File: src/rtl/tsync_pkg.sv
// Shared types of the shutter / T0-sync sequencer.
// Assumes: nothing beyond IEEE 1800-2017.
package tsync_pkg;

    // Phases of the sync sequence; IDLE is the only phase with an open shutter.
    typedef enum logic [2:0] {
        PH_IDLE   = 3'd0,
        PH_CLOSE  = 3'd1,
        PH_SYNC   = 3'd2,
        PH_CHRST  = 3'd3,
        PH_SETTLE = 3'd4
    } seq_phase_e;

endpackage

File: src/rtl/tsync_busy_gen.sv
// Busy generator: ORs the buffer almost-full flag with a halt latch.
// Assumes: halt_set_i / halt_clr_i are single-cycle or level commands in the
// clk domain; set has priority over clear. busy_o is registered.
module tsync_busy_gen (
    input  logic clk,
    input  logic rst_n,
    input  logic buf_afull_i,
    input  logic halt_set_i,
    input  logic halt_clr_i,
    output logic busy_o
);
    logic halt_q;
    logic halt_nxt;
    logic busy_q;

    // Next state of the halt latch, set wins over clear.
    always_comb begin
        if (halt_set_i)      halt_nxt = 1'b1;
        else if (halt_clr_i) halt_nxt = 1'b0;
        else                 halt_nxt = halt_q;
    end

    // Register the halt latch and the combined busy.
    always_ff @(posedge clk) begin
        if (!rst_n) begin
            halt_q <= 1'b0;
            busy_q <= 1'b0;
        end else begin
            halt_q <= halt_nxt;
            busy_q <= buf_afull_i | halt_nxt;
        end
    end

    assign busy_o = busy_q;

    // a halt command always shows up as busy one cycle later.
    p_halt_busy_r3: assert property (@(posedge clk) disable iff (!rst_n)
        halt_set_i |=> busy_o);
    // almost-full always shows up as busy one cycle later.
    p_afull_busy_r3: assert property (@(posedge clk) disable iff (!rst_n)
        buf_afull_i |=> busy_o);
    // busy drops only when neither source holds it.
    p_busy_release_r3: assert property (@(posedge clk) disable iff (!rst_n)
        (!buf_afull_i && !halt_set_i && halt_clr_i) |=> !busy_o);

endmodule

File: src/rtl/tsync_seq_fsm.sv
// Sequence engine: close -> T0-sync pulse -> optional chip reset -> settle gap.
// Assumes: cfg values are sampled only at the accepting edge and clamped
// from below to MIN_PULSE / MIN_GAP; MIN_PULSE >= 1 and MIN_GAP >= 1 and both
// fit in CNT_W bits. Start is ignored outside the idle phase.
module tsync_seq_fsm
    import tsync_pkg::*;
#(
    parameter int CNT_W     = 16,
    parameter int MIN_PULSE = 1,
    parameter int MIN_GAP   = 65
) (
    input  logic             clk,
    input  logic             rst_n,
    input  logic             start_i,
    input  logic             rst_en_i,
    input  logic [CNT_W-1:0] cfg_pulse_i,
    input  logic [CNT_W-1:0] cfg_gap_i,
    output logic             idle_o,
    output logic             tsync_o,
    output logic             chip_rst_o,
    output logic             done_o
);
    localparam logic [CNT_W-1:0] MIN_P = CNT_W'(MIN_PULSE);
    localparam logic [CNT_W-1:0] MIN_G = CNT_W'(MIN_GAP);
    localparam logic [CNT_W-1:0] ONE   = CNT_W'(1);

    seq_phase_e       phase_q, phase_nxt;
    logic [CNT_W-1:0] cnt_q;
    logic [CNT_W-1:0] pulse_len_q, gap_len_q;
    logic             rst_en_q;
    logic             done_q;
    logic             accept;
    logic             last_sync, last_gap;

    assign accept    = (phase_q == PH_IDLE) && start_i;
    assign last_sync = (cnt_q == pulse_len_q - ONE);
    assign last_gap  = (cnt_q == gap_len_q - ONE);

    // Phase transition logic.
    always_comb begin
        phase_nxt = phase_q;
        unique case (phase_q)
            PH_IDLE:   if (start_i) phase_nxt = PH_CLOSE;
            PH_CLOSE:  phase_nxt = PH_SYNC;
            PH_SYNC:   if (last_sync) phase_nxt = rst_en_q ? PH_CHRST : PH_SETTLE;
            PH_CHRST:  phase_nxt = PH_SETTLE;
            PH_SETTLE: if (last_gap) phase_nxt = PH_IDLE;
            default:   phase_nxt = PH_IDLE;
        endcase
    end

    // Phase register and per-phase cycle counter.
    always_ff @(posedge clk) begin
        if (!rst_n) begin
            phase_q <= PH_IDLE;
            cnt_q   <= '0;
        end else begin
            phase_q <= phase_nxt;
            if (phase_nxt != phase_q) cnt_q <= '0;
            else                      cnt_q <= cnt_q + ONE;
        end
    end

    // Capture clamped configuration at the accepting edge only.
    always_ff @(posedge clk) begin
        if (!rst_n) begin
            pulse_len_q <= MIN_P;
            gap_len_q   <= MIN_G;
            rst_en_q    <= 1'b0;
        end else if (accept) begin
            pulse_len_q <= (cfg_pulse_i < MIN_P) ? MIN_P : cfg_pulse_i;
            gap_len_q   <= (cfg_gap_i   < MIN_G) ? MIN_G : cfg_gap_i;
            rst_en_q    <= rst_en_i;
        end
    end

    // One-cycle done pulse on the first idle cycle after the settle gap.
    always_ff @(posedge clk) begin
        if (!rst_n) done_q <= 1'b0;
        else        done_q <= (phase_q == PH_SETTLE) && last_gap;
    end

    assign idle_o     = (phase_q == PH_IDLE);
    assign tsync_o    = (phase_q == PH_SYNC);
    assign chip_rst_o = (phase_q == PH_CHRST);
    assign done_o     = done_q;

    // a start seen outside idle never returns the engine to the close phase.
    p_start_ignored_r8: assert property (@(posedge clk) disable iff (!rst_n)
        (phase_q != PH_IDLE && phase_q != PH_SETTLE) |=> phase_q != PH_CLOSE);
    // the sync pulse is always preceded by the close phase.
    p_sync_after_close_r5: assert property (@(posedge clk) disable iff (!rst_n)
        $rose(tsync_o) |-> $past(phase_q) == PH_CLOSE);
    // chip reset lasts exactly one cycle.
    p_chrst_single_r6: assert property (@(posedge clk) disable iff (!rst_n)
        chip_rst_o |=> !chip_rst_o);
    // done is a single-cycle pulse seen only in idle.
    p_done_single_r7: assert property (@(posedge clk) disable iff (!rst_n)
        done_o |-> (idle_o ##1 !done_o));
    // pulse length never below the minimum.
    p_pulse_min_r5: assert property (@(posedge clk) disable iff (!rst_n)
        pulse_len_q >= MIN_P);

endmodule

File: src/rtl/tsync_shutter_gate.sv
// Shutter gate: passes the external request only while the sequence engine
// is idle, no start is being accepted and busy is low. Output is registered.
// Assumes: busy_i and idle_i are registered signals of the same clock.
module tsync_shutter_gate (
    input  logic clk,
    input  logic rst_n,
    input  logic req_i,
    input  logic busy_i,
    input  logic idle_i,
    input  logic start_i,
    output logic shutter_o
);
    logic shutter_q;

    // Register the gated shutter.
    always_ff @(posedge clk) begin
        if (!rst_n) shutter_q <= 1'b0;
        else        shutter_q <= req_i & ~busy_i & idle_i & ~start_i;
    end

    assign shutter_o = shutter_q;

    // busy closes the shutter at the next edge.
    p_busy_closes_r4: assert property (@(posedge clk) disable iff (!rst_n)
        busy_i |=> !shutter_o);
    // without a request the shutter is closed at the next edge.
    p_no_req_closed_r2: assert property (@(posedge clk) disable iff (!rst_n)
        !req_i |=> !shutter_o);

endmodule

File: src/rtl/tsync_sequencer.sv
// Top of the shutter / T0-sync sequencer: wires the busy generator, the
// sequence engine and the shutter gate together.
// Assumes: single clock (40 MHz reference for the default minimums),
// synchronous active-low reset, all inputs synchronous to clk.
module tsync_sequencer #(
    parameter int CNT_W     = 16,
    parameter int MIN_PULSE = 1,
    parameter int MIN_GAP   = 65
) (
    input  logic             clk,
    input  logic             rst_n,
    input  logic             start_i,
    input  logic             shutter_req_i,
    input  logic             buf_afull_i,
    input  logic             halt_set_i,
    input  logic             halt_clr_i,
    input  logic             rst_en_i,
    input  logic [CNT_W-1:0] cfg_pulse_i,
    input  logic [CNT_W-1:0] cfg_gap_i,
    output logic             shutter_o,
    output logic             tsync_o,
    output logic             chip_rst_o,
    output logic             busy_o,
    output logic             done_o
);
    logic busy_w;
    logic idle_w;

    tsync_busy_gen u_busy (
        .clk         (clk),
        .rst_n       (rst_n),
        .buf_afull_i (buf_afull_i),
        .halt_set_i  (halt_set_i),
        .halt_clr_i  (halt_clr_i),
        .busy_o      (busy_w)
    );

    tsync_seq_fsm #(
        .CNT_W     (CNT_W),
        .MIN_PULSE (MIN_PULSE),
        .MIN_GAP   (MIN_GAP)
    ) u_fsm (
        .clk         (clk),
        .rst_n       (rst_n),
        .start_i     (start_i),
        .rst_en_i    (rst_en_i),
        .cfg_pulse_i (cfg_pulse_i),
        .cfg_gap_i   (cfg_gap_i),
        .idle_o      (idle_w),
        .tsync_o     (tsync_o),
        .chip_rst_o  (chip_rst_o),
        .done_o      (done_o)
    );

    tsync_shutter_gate u_gate (
        .clk       (clk),
        .rst_n     (rst_n),
        .req_i     (shutter_req_i),
        .busy_i    (busy_w),
        .idle_i    (idle_w),
        .start_i   (start_i),
        .shutter_o (shutter_o)
    );

    assign busy_o = busy_w;

    // the shutter is never open while T0-sync is driven.
    p_sync_closed_r5: assert property (@(posedge clk) disable iff (!rst_n)
        tsync_o |-> !shutter_o);
    // the shutter is closed during and right after the chip reset.
    p_chrst_closed_r6: assert property (@(posedge clk) disable iff (!rst_n)
        chip_rst_o |-> (!shutter_o ##1 !shutter_o));
    // the shutter is still closed on the done cycle.
    p_done_closed_r7: assert property (@(posedge clk) disable iff (!rst_n)
        done_o |-> !shutter_o);

endmodule

File: config.mk
export PLATFORM = sky130hd
export DESIGN_NAME = tsync_sequencer
export DESIGN_NICKNAME = d
export VERILOG_FILES = /design/src/rtl/tsync_pkg.sv /design/src/rtl/tsync_busy_gen.sv /design/src/rtl/tsync_seq_fsm.sv /design/src/rtl/tsync_shutter_gate.sv /design/src/rtl/tsync_sequencer.sv
export SDC_FILE = /design/constraint.sdc
export NUM_CORES = 1
export LEC_CHECK = 0
export BUFFER_PORTS_ARGS = -buffer_cell sky130_fd_sc_hd__buf_2
export CAP_MARGIN = 15
export CORE_UTILIZATION = 63
export CTS_CLUSTER_DIAMETER = 80
export DETAILED_ROUTE_END_ITERATION = 10
export PLACE_DENSITY = 0.83
export RECOVER_POWER = 50
export SETUP_SLACK_MARGIN = 0.1
export SYNTH_ARGS = -nofsm -noshare
export SYNTH_HDL_FRONTEND = slang
export SYNTH_HIERARCHICAL = 1
export SYNTH_SLANG_ARGS = --single-unit
export TNS_END_PERCENT = 30
File: constraint.sdc
create_clock -name clk -period 5.7 [get_ports clk]
set_input_delay 0.285 -clock clk [delete_from_list [all_inputs] [get_ports clk]]
set_output_delay 0.285 -clock clk [all_outputs]
set_load 0.01 [all_outputs]
==> reports/metrics.csv, run 1 <==
stage;metric;value;unit
sta;layout_worst_path_cycle_share;0.5302;
clock_tree;cts_max_path_buffers;2;
run;timing.max_cap.violations;0;
outcome;result_of_the_run;complete, no violations;
global_routing;grt_first_pass_wirelength;14.86;mm
sta;timing.final.hold_violations;0;
sta;worst_clock_skew;0.009325;ns
setup_path;critical_path_arrival;3.19;ns
power_and_ir_drop;worst_ir_drop_vdd;150.9;uV
synth;post-synth-top-area-fraction;0.3125;
die;placementRows;27;
synth;netlist_top_cells_count;sky130_fd_sc_hd__nand2_1 (80), sky130_fd_sc_hd__dfxtp_1 (56), sky130_fd_sc_hd__a21oi_1 (30), sky130_fd_sc_hd__xnor2_1 (30), sky130_fd_sc_hd__nor2_1 (27);
die;floorplan.die_area;0.006000;mm^2
die;pin_count;45;
sta;slew_at_the_pin_closest_to_its_max_slew_limit;1.386;ns
detailed_routing;drt-pass1-iter-count;5;
global_routing;grt_start_max_net_pins;35;
power_and_ir_drop;p_comb_frac;0.228;
layout;synthToLayoutAreaGrowth;7.255;%
setup_path;cp_cell_sequence;nor4_4, a31oi_1, xnor2_1, a31o_2, nor4_4, nand2b_1, a31oi_1;
die;die_height;77.46;um
worst_hold_path;hold_path.class;in2reg;
global_routing;globalRouteTotalUtil;0.3066;
sta;totalNegativeSetupSlack;0;ns
synth;flop_and_latch_count_out_of_synthesis;56;
synth;synth_cell_types;70;
clock_tree;cts.hold.buffers_added;0;
setup_path;worst_path_largest_cell_delay;0.71;ns
layout;multi_input_comb_area;0.002241;mm^2
detailed_routing;routed_wire_length_per_instance;16.16;um
layout;layout.filler_cells;468;
layout;layout.area.seq;0.001121;mm^2
sta;fmax;330.9;MHz
global_routing;antenna_violations_before_repair;0;
setup_path;critPathRequiredTime;5.86;ns
global_routing;grt_pass1_vias;3240;
die;initial_core_util;0.6514;
synth;post_synth_inst_count;453;
synth;synth_top_area_cell;sky130_fd_sc_hd__dfxtp_1;
synth;top_ff_cell_synth;sky130_fd_sc_hd__dfxtp_1;
synth;yosys_warnings;6;
sta;final_count_of_pins_violating_max_slew;0;
synth;synth-seq-area-share;0.3125;
detailed_routing;ant_nets;0;
setup_path;setup.worst_path.start_class;flip-flop;
synth;syn_area;0.003587;mm^2
clock_tree;post_cts_resized;0;
placed_design;gp_congestion;0.8490;
sta;layout_min_cycle_time;3.022;ns
detailed_routing;route.detailed.vias_per_inst;6.319;
power_and_ir_drop;p_switching;293.7;uW
layout;layout-drive-gt1-share;0.1480;
detailed_routing;drt_iter0_drc;231;
clock_tree;cts_inserted_buffers;5;
placed_design;port_buffers;44;
setup_path;cp-end-kind;flip-flop;
setup_path;cp_slowest_cell;sky130_fd_sc_hd__nor4_4;
sta;relSlewSlack;0.07576;
power_and_ir_drop;clk_network_pwr_share;0.288;
sta;setup_violations;0;
power_and_ir_drop;power.internal;646.4;uW
setup_path;worst-setup-path-type;reg2reg;
layout;n_antenna_cell;0;
clock_tree;clockRootBuffer;sky130_fd_sc_hd__clkbuf_8;
power_and_ir_drop;sw_frac_of_total;0.3124;
sta;rsz0062_at_grt;false;
placed_design;detailed_place_hpwl;6.355;mm
synth;postSynth.asyncResetShare;0;
power_and_ir_drop;power.leakage;1.413;nW
clock_tree;cts-htree-levels;2;
detailed_routing;route.detailed.drc;0;
synth;post-synth-top-count-cell;sky130_fd_sc_hd__nand2_1;
global_routing;grt_overflow;0;
synth;yosys-top-cells-area;sky130_fd_sc_hd__dfxtp_1 (31%), sky130_fd_sc_hd__nand2_1 (8.4%), sky130_fd_sc_hd__xnor2_1 (7.3%);
clock_tree;postCtsSetupBuffers;0;
power_and_ir_drop;p_total;940.2;uW
detailed_routing;routed-via-count;3444;
clock_tree;clkTransAtPathRegs;0.10;ns
setup_path;critPathMaxFanout;16;
clock_tree;numClockSinks;56;
synth;synth.net_count;496;
die;floorplan.core_area;0.005507;mm^2
power_and_ir_drop;share_seq_of_total_power;0.484;
power_and_ir_drop;powerDensity;244.4;mW/mm^2
detailed_routing;route.final.wire_length;8.807;mm
layout;nNetsFinal;515;
synth;synth_enable_flop_cells;0;
clock_tree;tritoncts;done;
clock_tree;worst_skew_pair_latency;0.31;ns
die;die-width;77.46;um
synth;synth.avg_cell_area;7.919;um^2
worst max-delay path: cells and delay by family (launching register included):
| family | cells | cell delay, ns |
|---|---|---|
| AO/OA/AOI/OAI | 3 | 0.65 |
| flip-flops | 1 | 0.40 |
| XOR/XNOR | 1 | 0.18 |
| AND/OR/NAND/NOR | 3 | 1.64 |
area by class of cell:
type | instances | area share
multi-input combinational | 349 | 0.5824
sequential | 56 | 0.2914
timing repair buffer | 45 | 0.05659
tap | 72 | 0.02341
clock buffer | 6 | 0.02146
inverter | 15 | 0.01463
clock inverter | 2 | 0.01008
per-layer routing:
layer  up-vias  wire (um)  track usage
met4         0        257       0.1453
met5         -          0            0
met3        25        491      0.03647
met1      1626       3636       0.3682
met2       141       4422       0.5407
li1       1652          -            -
power by group through the flow:
stage               sequential, mW  clock (mW)  combinational, mW
floorplan                    0.445           0              0.180
global placement             0.462           0              0.205
detailed placement           0.463           0              0.212
CTS                          0.454       0.275              0.214
global route                 0.458       0.291              0.237
finish                       0.455       0.271              0.214
stage by stage:
stage | setup slack, ns | area, um^2 | std cells | hold WS, ns | util
global placement | 2.880 | 3744 | 537 | 0.4698 | 0.6798
detailed placement | 2.755 | 3744 | 537 | 0.4745 | 0.6798
global route | 2.481 | 3847 | 545 | 0.2027 | 0.6987
floorplan | 3.222 | 3587 | 453 | 0.3469 | -
CTS | 2.706 | 3865 | 545 | 0.1927 | 0.7019
finish | 2.678 | 3847 | 545 | 0.1991 | 0.6987
cell usage in the layout, fill, tap and decap left out, drive strengths merged, types with 3 or more instances in the layout:
cell type,n
or2,3
or3,3
a21oi,30
a221oi,3
nor4b,5
nand3,15
nor3,10
xor2,18
clkbuf,12
a211o,3
and3,5
a22oi,5
a31oi,21
nor2,28
nand4,12
o21ai,14
nor2b,4
buf,39
nor4,14
xnor2,30
a211oi,3
nand2,80
a311oi,3
dfxtp,56
and4,3
ha,3
inv,14
worst paths after layout:
kind,startpoint,end,slack (ns),cells past startpoint
worst min-delay path,buf_afull_i,u_busy/busy_o,0.20,2
worst max register to register,u_fsm/pulse_len_q[2],u_fsm/cnt_q[12],2.68,7
worst min register to register,u_fsm/gap_len_q[15],u_fsm/gap_len_q[15],0.48,2
worst max-delay path,u_fsm/pulse_len_q[2],u_fsm/cnt_q[12],2.68,7
flip-flops by register name (all words and copies together), names as in the netlist:
signal,cells
u_busy/busy_o,1
u_busy/halt_q,1
u_fsm/cnt_q,16
u_fsm/done_o,1
u_fsm/gap_len_q,16
u_fsm/phase_q,3
u_fsm/pulse_len_q,16
u_fsm/rst_en_q,1
u_gate/shutter_o,1
kinds of logic (layout without fill, tap and decap cells):
group                    Yosys count  count (layout)  share of synthesized area
flip-flops                        56              56                     0.3125
adder cells (fa/ha/maj)            3               3                    0.01047
XOR/XNOR                          48              48                     0.1172
AND/OR/NAND/NOR                  191             191                     0.2874
buffers and inverters             48              68                    0.06069
multiplexers                       2               2                   0.005929
AO/OA/AOI/OAI                    105             105                     0.2058
No activity file was read; power rests on OpenSTA's default activity.
==> run 2: changes to the inputs <==
--- a/config.mk
+++ b/config.mk
@@ -7,10 +7,10 @@
 export LEC_CHECK = 0
 export BUFFER_PORTS_ARGS = -buffer_cell sky130_fd_sc_hd__buf_2
 export CAP_MARGIN = 15
-export CORE_UTILIZATION = 63
+export CORE_UTILIZATION = 58
 export CTS_CLUSTER_DIAMETER = 80
 export DETAILED_ROUTE_END_ITERATION = 10
-export PLACE_DENSITY = 0.83
+export PLACE_DENSITY = 0.77
 export RECOVER_POWER = 50
 export SETUP_SLACK_MARGIN = 0.1
 export SYNTH_ARGS = -nofsm -noshare
==> constraint.sdc (replaced) <==
create_clock -name clk -period 2.8 [get_ports clk]
set_input_delay 0.14 -clock clk [delete_from_list [all_inputs] [get_ports clk]]
set_output_delay 0.14 -clock clk [all_outputs]
set_load 0.01 [all_outputs]
==> reports/metrics.csv, run 2 (same netlist as run 1, synthesis figures left out) <==
stage;metric;value;unit
outcome;result_of_the_run;complete, no violations;
die;die-width;80.65;um
placed_design;gp_congestion;0.8924;
worst_hold_path;hold_path.class;in2reg;
setup_path;cp_cell_sequence;inv_1, ha_2, o21ba_1, a221oi_2, a41oi_1, a2111oi_4, o2111ai_2, o211ai_4, buf_12, a31oi_1;
detailed_routing;route.final.wire_length;9.091;mm
setup_path;worst-r2r-setup-slack;0.29;ns
setup_path;worst-setup-path-type;reg2reg;
sta;relSlewSlack;0.3062;
detailed_routing;routed.top_layer;met4;
die;die_height;80.65;um
detailed_routing;routed-via-count;3449;
power_and_ir_drop;share_seq_of_total_power;0.480;
detailed_routing;met1_length;3.871;mm
setup_path;cp-end-kind;flip-flop;
power_and_ir_drop;power.internal;1.318;mW
clock_tree;cts_inserted_buffers;5;
setup_path;critPathRequiredTime;2.97;ns
layout;n_antenna_cell;0;
power_and_ir_drop;powerDensity;480.5;mW/mm^2
sta;totalNegativeSetupSlack;0;ns
power_and_ir_drop;p_comb_frac;0.249;
die;initial_core_util;0.6023;
detailed_routing;ant_nets;0;
worst_hold_path;worst_min_path_start;buf_afull_i;
sta;slew_at_the_pin_closest_to_its_max_slew_limit;1.041;ns
clock_tree;cts-htree-levels;2;
layout;nNetsFinal;532;
power_and_ir_drop;worst_ir_drop_vdd;325.5;uV
sta;fmax;398.5;MHz
setup_path;cp_slowest_cell;sky130_fd_sc_hd__dfxtp_2;
clock_tree;numClockSinks;56;
worst_hold_path;min_delay_path_depth;2;
sta;setup_violations;0;
die;floorplan.core_area;0.005956;mm^2
setup_path;timing.critical_path.buf_inv;2;
setup_path;critPathMaxFanout;16;
sta;final.setup.worst_slack;0.2908;ns
die;floorplan.die_area;0.006504;mm^2
placed_design;detailed_place_hpwl;6.904;mm
detailed_routing;wl_met3;456;um
global_routing;globalRouteTotalUtil;0.3051;
power_and_ir_drop;sw_frac_of_total;0.3117;
setup_path;critical_path_arrival;2.68;ns
detailed_routing;drt-pass1-iter-count;4;
layout;most_frequent_cells_in_the_layout;sky130_fd_sc_hd__nand2_1 (80), sky130_fd_sc_hd__dfxtp_1 (54), sky130_fd_sc_hd__buf_2 (39);
global_routing;grt_pass1_vias;3294;
worst_hold_path;min_delay_worst_endpoint;u_busy/busy_o;
sta;layout_min_cycle_time;2.509;ns
placed_design;port_buffers;44;
global_routing;grt_overflow;0;
setup_path;worst_path_largest_cell_delay;0.38;ns
setup_path;reg2reg_to;u_fsm/cnt_q[14];
placed_design;post_place_worst_slack;0.1843;ns
sta;timing.final.hold_violations;0;
setup_path;startpoint_of_the_most_critical_register_to_register_path;u_fsm/gap_len_q[0];
power_and_ir_drop;p_switching;596.7;uW
detailed_routing;drt_iter0_drc;280;
setup_path;reg2reg_depth;10;
layout;layout-drive-gt1-share;0.1837;
layout;leading_cell_type_in_the_layout_fill_and_taps_excluded;sky130_fd_sc_hd__nand2_1;
clock_tree;worst_skew_pair_latency;0.31;ns
layout;reg.largest.list;u_fsm/cnt_q (16), u_fsm/gap_len_q (16), u_fsm/pulse_len_q (16);
layout;layout.filler_cells;522;
detailed_routing;routed_wire_length_per_instance;16.09;um
power_and_ir_drop;power.leakage;1.496;nW
power_and_ir_drop;clk_network_pwr_share;0.270;
die;pin_count;45;
sta;worst_clock_skew;0.005128;ns
clock_tree;cts_max_path_buffers;2;
clock_tree;clockRootBuffer;sky130_fd_sc_hd__clkbuf_8;
global_routing;grt_start_max_net_pins;34;
sta;rsz0062_at_grt;false;
detailed_routing;routed-wl-met2;4.531;mm
setup_path;cp_top_family;compound AO/OA/AOI/OAI gates;
detailed_routing;route.detailed.drc;0;
global_routing;antenna_violations_before_repair;0;
global_routing;grt_first_pass_wirelength;15.19;mm
clock_tree;tritoncts;done;
sta;layout_worst_path_cycle_share;0.8961;
detailed_routing;route.detailed.vias_per_inst;6.104;
die;placementRows;28;
layout;synthToLayoutAreaGrowth;11.09;%
setup_path;setup.worst_path.start_class;flip-flop;
sta;final_count_of_pins_violating_max_slew;0;
run;timing.max_cap.violations;0;
clock_tree;clkTransAtPathRegs;0.10;ns
==> run 2: cell count changes in the layout (fill, tap and decap cells not counted), moves of 2 or more <==
cell	change
sky130_fd_sc_hd__ha_1	-2
sky130_fd_sc_hd__buf_4	+16
sky130_fd_sc_hd__ha_2	+2
sky130_fd_sc_hd__dfxtp_2	+2
sky130_fd_sc_hd__dfxtp_1	-2
==> run 2: stage by stage <==
step / hold WS (ns) / utilization / cell area [um^2] / cells / power (mW)
final: 0.05702 / 0.6691 / 3985 / 565 / 1.915
after global routing: 0.04603 / 0.6691 / 3985 / 565 / 2.017
after CTS: 0.05399 / 0.6683 / 3980 / 563 / 1.912
after detailed placement: 0.3720 / 0.6502 / 3872 / 555 / 1.403
after global placement: 0.3636 / 0.6502 / 3872 / 555 / 1.389
after floorplan: 0.2019 / - / 3587 / 453 / 1.271
==> run 2: routing by layer <==
metal | vias to the layer above | global-route usage
li1 | 1692 | -
met1 | 1619 | 0.3537
met2 | 116 | 0.5364
met3 | 22 | 0.06136
met4 | 0 | 0.1357
met5 | - | 0
==> run 2: area by class of cell <==
type                    count  area, um^2  area share
multi-input cells         349        2246      0.5636
flip-flops and latches     56        1124      0.2819
repair buffers             62       357.8     0.08980
well taps                  75       93.84     0.02355
clock buffers               6       72.57     0.01821
inverters                  15       56.30     0.01413
clock inverters             2       35.03    0.008791
==> run 2: worst reg2reg max path, cell delays in order (launching register included) <==
cell                        delay, ns
sky130_fd_sc_hd__dfxtp_2         0.38
sky130_fd_sc_hd__inv_1           0.06
sky130_fd_sc_hd__ha_2            0.23
sky130_fd_sc_hd__o21ba_1         0.20
sky130_fd_sc_hd__a221oi_2        0.29
sky130_fd_sc_hd__a41oi_1         0.11
sky130_fd_sc_hd__a2111oi_4       0.37
sky130_fd_sc_hd__o2111ai_2       0.22
sky130_fd_sc_hd__o211ai_4        0.25
sky130_fd_sc_hd__buf_12          0.17
sky130_fd_sc_hd__a31oi_1         0.09
==> run 2: power by group through the flow <==
stage	sequential, mW	combinational, mW	clock, mW
final	0.920	0.477	0.518
after global routing	0.928	0.532	0.557
after CTS	0.918	0.468	0.525
after detailed placement	0.937	0.466	0
after global placement	0.935	0.455	0
after floorplan	0.906	0.365	0
==> run 2: worst max-delay path by stage <==
stage,startpoint,endpoint,cells after the start
5_1_grt,u_fsm/pulse_len_q[1],u_fsm/cnt_q[1],10
4_1_cts,u_fsm/gap_len_q[0],u_fsm/cnt_q[8],10
2_1_floorplan,u_fsm/gap_len_q[0],u_fsm/cnt_q[14],11
3_3_place_gp,u_fsm/gap_len_q[0],u_fsm/cnt_q[1],10
6_report,u_fsm/gap_len_q[0],u_fsm/cnt_q[14],10
3_5_place_dp,u_fsm/gap_len_q[0],u_fsm/cnt_q[8],10
==> run 2: what timing repair did <==
| action | CTS | global route |
|---|---|---|
| setup buffers | 0 | 2 |
| hold buffers | 0 | 0 |
| gates resized for setup | 0 | 4 |
| setup endpoints to repair | 0 | 17 |
